===== config.mk =====
export PLATFORM = sky130hd
export DESIGN_NAME = intc_prio64
export DESIGN_NICKNAME = d
export VERILOG_FILES = /design/src/rtl/intc_pkg.sv /design/src/rtl/intc_regs.sv /design/src/rtl/intc_arb.sv /design/src/rtl/intc_rdmux.sv /design/src/rtl/intc_prio64.sv
export SDC_FILE = /design/constraint.sdc
export NUM_CORES = 2
export LEC_CHECK = 0
export ABC_AREA = 1
export BUFFER_PORTS_ARGS = -buffer_cell sky130_fd_sc_hd__buf_2
export CAP_MARGIN = 10
export CORE_MARGIN = 5
export CORE_UTILIZATION = 49
export DETAILED_ROUTE_END_ITERATION = 12
export GPL_ROUTABILITY_DRIVEN = 1
export PLACE_DENSITY = 0.65
export SYNTH_ARGS = -nofsm -noshare
export SYNTH_HDL_FRONTEND = slang
export SYNTH_SLANG_ARGS = --single-unit

===== constraint.sdc =====
create_clock -name clk_i -period 13.45 [get_ports clk_i]
set_clock_uncertainty 0.1 [all_clocks]
set_input_delay 4.035 -clock clk_i [delete_from_list [all_inputs] [get_ports clk_i]]
set_output_delay 4.035 -clock clk_i [all_outputs]
set_load 0.02 [all_outputs]

===== src/rtl/intc_pkg.sv =====
package intc_pkg;
  localparam int unsigned VEC_BASE  = 64;
  localparam int unsigned SPUR_VEC  = 24;
  localparam logic [7:0]  OFS_PND_H = 8'h00;
  localparam logic [7:0]  OFS_PND_L = 8'h04;
  localparam logic [7:0]  OFS_MSK_H = 8'h08;
  localparam logic [7:0]  OFS_MSK_L = 8'h0C;
  localparam logic [7:0]  OFS_FRC_H = 8'h10;
  localparam logic [7:0]  OFS_FRC_L = 8'h14;
  localparam logic [7:0]  OFS_LVL   = 8'h40;
  localparam logic [7:0]  OFS_ACK   = 8'hE0;
endpackage


===== src/rtl/intc_regs.sv =====
module intc_regs
  import intc_pkg::*;
#(
  parameter int unsigned N_SRC  = 64,
  parameter int unsigned LVL_W  = 8,
  parameter int unsigned ADDR_W = 8,
  parameter int unsigned DATA_W = 32
) (
  input  logic                          clk_i,
  input  logic                          rst_ni,
  input  logic                          wr_i,
  input  logic [ADDR_W-1:0]             addr_i,
  input  logic [DATA_W-1:0]             wdata_i,
  input  logic [N_SRC-1:0]              irq_i,
  output logic [N_SRC-1:0]              pend_o,
  output logic [N_SRC-1:0]              mask_o,
  output logic [N_SRC-1:0]              en_o,
  output logic [N_SRC-1:0][LVL_W-1:0]   lvl_o,
  output logic                          err_o
);
  localparam int unsigned HALF = N_SRC / 2;

  logic hit_msk_h, hit_msk_l, hit_pnd, hit_lvl, bad_wr;

  assign hit_msk_h = (addr_i == ADDR_W'(OFS_MSK_H));
  assign hit_msk_l = (addr_i == ADDR_W'(OFS_MSK_L));
  assign hit_pnd   = (addr_i == ADDR_W'(OFS_PND_H)) || (addr_i == ADDR_W'(OFS_PND_L));
  assign hit_lvl   = (addr_i >= ADDR_W'(OFS_LVL)) && (addr_i < ADDR_W'(OFS_LVL + N_SRC));
  assign bad_wr    = wr_i && !(hit_msk_h || hit_msk_l || hit_pnd || hit_lvl);

  always_ff @(posedge clk_i or negedge rst_ni) begin
    if (!rst_ni) begin
      pend_o <= '0;
      mask_o <= '1;
      err_o  <= 1'b0;
    end else begin
      pend_o <= irq_i;
      err_o  <= bad_wr;
      if (wr_i && hit_msk_h) mask_o[N_SRC-1:HALF] <= wdata_i[HALF-1:0];
      if (wr_i && hit_msk_l) mask_o[HALF-1:0]     <= wdata_i[HALF-1:0];
    end
  end

  for (genvar g = 0; g < N_SRC; g++) begin : g_lvl
    logic sel;
    assign sel = wr_i && (addr_i == ADDR_W'(OFS_LVL + g));
    always_ff @(posedge clk_i or negedge rst_ni) begin
      if (!rst_ni) begin
        lvl_o[g] <= '0;
        en_o[g]  <= 1'b0;
      end else if (sel) begin
        lvl_o[g] <= wdata_i[LVL_W-1:0];
        en_o[g]  <= |wdata_i[LVL_W-1:0];
      end
    end
  end
endmodule


===== src/rtl/intc_arb.sv =====
module intc_arb #(
  parameter int unsigned N_SRC = 64,
  parameter int unsigned LVL_W = 8,
  localparam int unsigned IDX_W = $clog2(N_SRC)
) (
  input  logic [N_SRC-1:0]            elig_i,
  input  logic [N_SRC-1:0][LVL_W-1:0] lvl_i,
  output logic                        win_v_o,
  output logic [LVL_W-1:0]            win_lvl_o,
  output logic [IDX_W-1:0]            win_idx_o
);
  localparam int unsigned NODES = 2 * N_SRC - 1;

  logic             nv [NODES];
  logic [LVL_W-1:0] nl [NODES];
  logic [IDX_W-1:0] ni [NODES];

  for (genvar g = 0; g < N_SRC; g++) begin : g_leaf
    assign nv[N_SRC-1+g] = elig_i[g];
    assign nl[N_SRC-1+g] = lvl_i[g];
    assign ni[N_SRC-1+g] = IDX_W'(g);
  end

  // left child holds lower indices; ties go right
  for (genvar k = 0; k < N_SRC - 1; k++) begin : g_node
    logic take_hi;
    assign take_hi = nv[2*k+2] && (!nv[2*k+1] || (nl[2*k+2] >= nl[2*k+1]));
    assign nv[k]   = nv[2*k+1] | nv[2*k+2];
    assign nl[k]   = take_hi ? nl[2*k+2] : nl[2*k+1];
    assign ni[k]   = take_hi ? ni[2*k+2] : ni[2*k+1];
  end

  assign win_v_o   = nv[0];
  assign win_lvl_o = nl[0];
  assign win_idx_o = ni[0];
endmodule


===== src/rtl/intc_rdmux.sv =====
module intc_rdmux
  import intc_pkg::*;
#(
  parameter int unsigned N_SRC  = 64,
  parameter int unsigned LVL_W  = 8,
  parameter int unsigned ADDR_W = 8,
  parameter int unsigned DATA_W = 32,
  parameter int unsigned VEC_W  = 8
) (
  input  logic                        rd_i,
  input  logic [ADDR_W-1:0]           addr_i,
  input  logic [N_SRC-1:0]            pend_i,
  input  logic [N_SRC-1:0]            mask_i,
  input  logic [N_SRC-1:0][LVL_W-1:0] lvl_i,
  input  logic [VEC_W-1:0]            vec_i,
  output logic [DATA_W-1:0]           rdata_o
);
  localparam int unsigned HALF  = N_SRC / 2;
  localparam int unsigned IDX_W = $clog2(N_SRC);

  logic [ADDR_W-1:0] lvl_ofs;
  assign lvl_ofs = addr_i - ADDR_W'(OFS_LVL);

  always_comb begin
    rdata_o = '0;
    if (rd_i) begin
      if ((addr_i >= ADDR_W'(OFS_LVL)) && (addr_i < ADDR_W'(OFS_LVL + N_SRC))) begin
        rdata_o = DATA_W'(lvl_i[lvl_ofs[IDX_W-1:0]]);
      end else begin
        case (addr_i)
          ADDR_W'(OFS_PND_H): rdata_o = DATA_W'(pend_i[N_SRC-1:HALF]);
          ADDR_W'(OFS_PND_L): rdata_o = DATA_W'(pend_i[HALF-1:0]);
          ADDR_W'(OFS_MSK_H): rdata_o = DATA_W'(mask_i[N_SRC-1:HALF]);
          ADDR_W'(OFS_MSK_L): rdata_o = DATA_W'(mask_i[HALF-1:0]);
          ADDR_W'(OFS_ACK):   rdata_o = DATA_W'(vec_i);
          default:            rdata_o = '0;  // forced halves and all else
        endcase
      end
    end
  end
endmodule


===== src/rtl/intc_prio64.sv =====
module intc_prio64
  import intc_pkg::*;
#(
  parameter int unsigned N_SRC  = 64,
  parameter int unsigned LVL_W  = 8,
  parameter int unsigned ADDR_W = 8,
  parameter int unsigned DATA_W = 32,
  parameter int unsigned VEC_W  = 8
) (
  input  logic              clk_i,
  input  logic              rst_ni,
  input  logic              wr_i,
  input  logic              rd_i,
  input  logic [ADDR_W-1:0] addr_i,
  input  logic [DATA_W-1:0] wdata_i,
  output logic [DATA_W-1:0] rdata_o,
  output logic              err_o,
  input  logic [N_SRC-1:0]  irq_i,
  output logic [LVL_W-1:0]  level_o,
  output logic [VEC_W-1:0]  vector_o
);
  localparam int unsigned IDX_W = $clog2(N_SRC);

  logic [N_SRC-1:0]            pend_q, mask_q, en_q, elig;
  logic [N_SRC-1:0][LVL_W-1:0] lvl_q;
  logic                        win_v;
  logic [LVL_W-1:0]            win_lvl;
  logic [IDX_W-1:0]            win_idx;

  intc_regs #(
    .N_SRC(N_SRC), .LVL_W(LVL_W), .ADDR_W(ADDR_W), .DATA_W(DATA_W)
  ) i_regs (
    .clk_i, .rst_ni, .wr_i, .addr_i, .wdata_i, .irq_i,
    .pend_o(pend_q), .mask_o(mask_q), .en_o(en_q), .lvl_o(lvl_q), .err_o(err_o)
  );

  assign elig = pend_q & en_q & ~mask_q;

  intc_arb #(.N_SRC(N_SRC), .LVL_W(LVL_W)) i_arb (
    .elig_i(elig), .lvl_i(lvl_q),
    .win_v_o(win_v), .win_lvl_o(win_lvl), .win_idx_o(win_idx)
  );

  always_ff @(posedge clk_i or negedge rst_ni) begin
    if (!rst_ni) begin
      level_o  <= '0;
      vector_o <= VEC_W'(SPUR_VEC);
    end else if (win_v) begin
      level_o  <= win_lvl;
      vector_o <= VEC_W'(VEC_BASE) + VEC_W'(win_idx);
    end else begin
      level_o  <= '0;
      vector_o <= VEC_W'(SPUR_VEC);
    end
  end

  intc_rdmux #(
    .N_SRC(N_SRC), .LVL_W(LVL_W), .ADDR_W(ADDR_W), .DATA_W(DATA_W), .VEC_W(VEC_W)
  ) i_rdmux (
    .rd_i, .addr_i, .pend_i(pend_q), .mask_i(mask_q), .lvl_i(lvl_q),
    .vec_i(vector_o), .rdata_o(rdata_o)
  );
endmodule


==> impl_metrics.yaml <==
timing:
  tightest_slew_ps: 1270
  period_share: 0.927
  setup_viol: 0
  hold_violations: 0
  min_period_ps: 12470
  maxSlewHeadroom: 0.148
  grt_setup_unrepaired: "false"
  fin_tns_setup_ps: 0
  maxSlewViolCount: 0
  fmax_mhz: 80.2
  fin_hold_ws_ps: 384
setup_path:
  rr_worst_depth: 72
  cp_max_fo: 25
  required_ps: 9310
  setup.worst_path.end_class: "output port"
  startpoint: "addr_i[1]"
  path_class: "in2out"
  timing.rr.end: "level_o[0]"
  rrSetupSlack_ps: 1120
  worstSetupStartpointType: "input pin"
  cp.arrival_ps: 8330
  reg2reg_from: "i_regs.lvl_o[417]"
clocking:
  cts_tree: "done"
  path_clk_slew_ps: 60
  htreeDepth: 3
  numCtsBuffers: 85
  cts.sinks: 720
  cts_setup_buffers: 0
  root_buffer: "clkbuf_16"
  cts_buffer_depth: 3
  worstSkewPairLatency_ps: 690
synth:
  async_flop_share: 1.00
  synth_edf_count: 0
  synth.distinct_cells: 66
  netlist_area_sq_um: 48200
  ys_warn_count: 0
  yosysSeqAreaShare: 0.375
  synth_ff_type: "dfrtp_1"
  syn_nets: 6985
  synth_seq_cells: 720
  syn_area_per_cell_sq_um: 7.54
  syn_inst: 6397
placement:
  gp_congestion: 1.04
  dpl.hpwl_mm: 139
  port_buffers: 155
  place_inst: 7624
final_layout:
  fillers: 9365
  final_util: 0.545
  final-seq-area_sq_um: 18100
  drive_gt1_frac: 0.0947
  multi_input_area_sq_um: 26700
  layout_commonest_cell: "nand2_1"
  instances_no_fill: 7785
  fin_nets: 7013
  final_cell_mix: "1616 x nand2_1, 1110 x o21ai_0, 654 x dfrtp_1"
  area_growth_syn_to_layout_pct: 10.7
routing:
  routed_wl_mm: 188
  antenna_left: 0
  via_per_inst: 5.98
  remaining_drc_errors: 0
  num_vias: 46600
  drt_iter0_markers: 5344
  firstDrtPassIters: 6
  wl_per_cell_um: 24.2
hold_path:
  min_delay_worst_endpoint: "i_regs.lvl_o[132]"
  hold_class: "reg2reg"
  hold_depth: 2
  worstHoldStart: "i_regs.lvl_o[132]"
power:
  vdd_drop_max_mv: 0.107
  power_density_nw_per_um2: 120
  p_leak_nw: 26.1
floorplan:
  initial_utilization: 0.492
  die_h_um: 324
  fp.coreArea_sq_um: 98000
  die_area_sq_um: 105000
  rows: 115
  die_w_um: 324
  ios: 157
job:
  cap_violations: 0
grt:
  grt_max_degree: 158
  grt-ovfl-total: 0
  antenna_found_initial: 11
  grt_usage: 0.352
  grt_pass1_wl_mm: 277
  grt_pass1_vias: 42900
run_status:
  outcome: "complete, no violations"
cell type report:
class	count	area share
multi-input combinational	4727	0.500
sequential	720	0.339
inverter	649	0.0457
clock buffer	111	0.0453
tap	1287	0.0302
timing repair buffer	242	0.0287
clock inverter	46	0.0113
antenna	3	0.000141
kinds of logic (layout without fill, tap and decap cells):
kind of cell               count (synthesis)  count (layout)  synth area share
other                                      1               4         0.0000777
muxes                                     12              12           0.00278
buffers and inverters                    950            1048            0.0746
adders and majority gates                480             480             0.124
AOI/OAI and AO/OA                       1893            1893             0.223
and+or+nand+nor                         2341            2341             0.199
DFF                                      720             720             0.375
metrics by stage:
| step | setup WS [ps] | power (mW) | cell area (sq um) |
|---|---|---|---|
| 2_1_floorplan | 1930 | 3.32 | 48200 |
| 3_3_place_gp | 966 | 3.84 | 50300 |
| 3_5_place_dp | 794 | 3.86 | 50300 |
| 4_1_cts | 744 | 6.38 | 53400 |
| 5_1_grt | 15.2 | 6.67 | 53400 |
| 6_report | 982 | 6.39 | 53400 |
power by group:
part | internal [mW] | switching [mW]
logic | 0.465 | 0.959
registers | 2.32 | 0.124
clock network | 1.52 | 1.00
total | 4.30 | 2.09
how the worst max path moves through the flow:
stage,endpoint,cells after the start
2_1_floorplan,level_o[1],79
3_3_place_gp,level_o[6],73
3_5_place_dp,level_o[3],72
4_1_cts,level_o[5],72
5_1_grt,level_o[5],73
6_report,rdata_o[5],12
routing by layer:
layer,part of all wire,track usage
met4,0.053,0.151
met3,0.11,0.101
met5,0.00016,0
met2,0.41,0.514
met1,0.43,0.490
timing repair:
item,in CTS,in global routing
gates resized for setup,0,3
hold buffers,0,0
endpoints found under the setup margin,0,8
cells in the mapped netlist, types with 4 or more instances:
master     number  area share
mux2_2         11      0.0026
a22o_1         20      0.0036
a31oi_1         8      0.0010
o21ai_2        21      0.0038
nor4_1          9      0.0012
a21oi_2         7      0.0013
a41oi_1         4     0.00073
or2_2           8      0.0010
nand4_1        42      0.0054
o2111ai_1       9      0.0016
o21a_1         59      0.0092
dfrtp_1       654        0.34
a2111oi_0       8      0.0015
o221ai_1      111       0.020
inv_1         639       0.050
inv_2           9     0.00070
ha_1          480        0.12
nand3b_1       10      0.0016
clkbuf_1      278       0.022
and2_1          8      0.0010
o21bai_1        6     0.00093
a21oi_1       353       0.037
a221oi_1       50      0.0091
a21boi_1        7      0.0011
nand2_2        42      0.0054
buf_1          16      0.0012
o21ai_1        28      0.0029
nand3_1       188       0.020
o21ai_0      1110        0.12
nor3_1        116       0.012
nand3_2         4     0.00083
a21boi_0       10      0.0016
a22oi_1        11      0.0017
nand2_4         8      0.0019
nand2_1      1621        0.13
a211oi_1       13      0.0020
o211ai_1       12      0.0019
nor2_1        272       0.021
dfstp_2        66       0.036
o22ai_1        32      0.0041
worst max-delay path, stage by stage:
cell and delay [ps]:
buf_4 250, nor2_4 660, inv_2 590, nor2_1 220, inv_1 140, nor2_4 700, buf_4 440, nand2_1 140
o211ai_1 180, a221oi_1 100, a211oi_1 550, buf_2 270
state kept, by name, indices dropped and copies added, names as in the netlist:
signal         flops
i_regs.lvl_o     512
i_regs.en_o       64
i_regs.mask_o     64
i_regs.pend_o     64
level_o            8
vector_o           7
i_regs.err_o       1
Note: power is estimated with default switching activity, not from simulation.
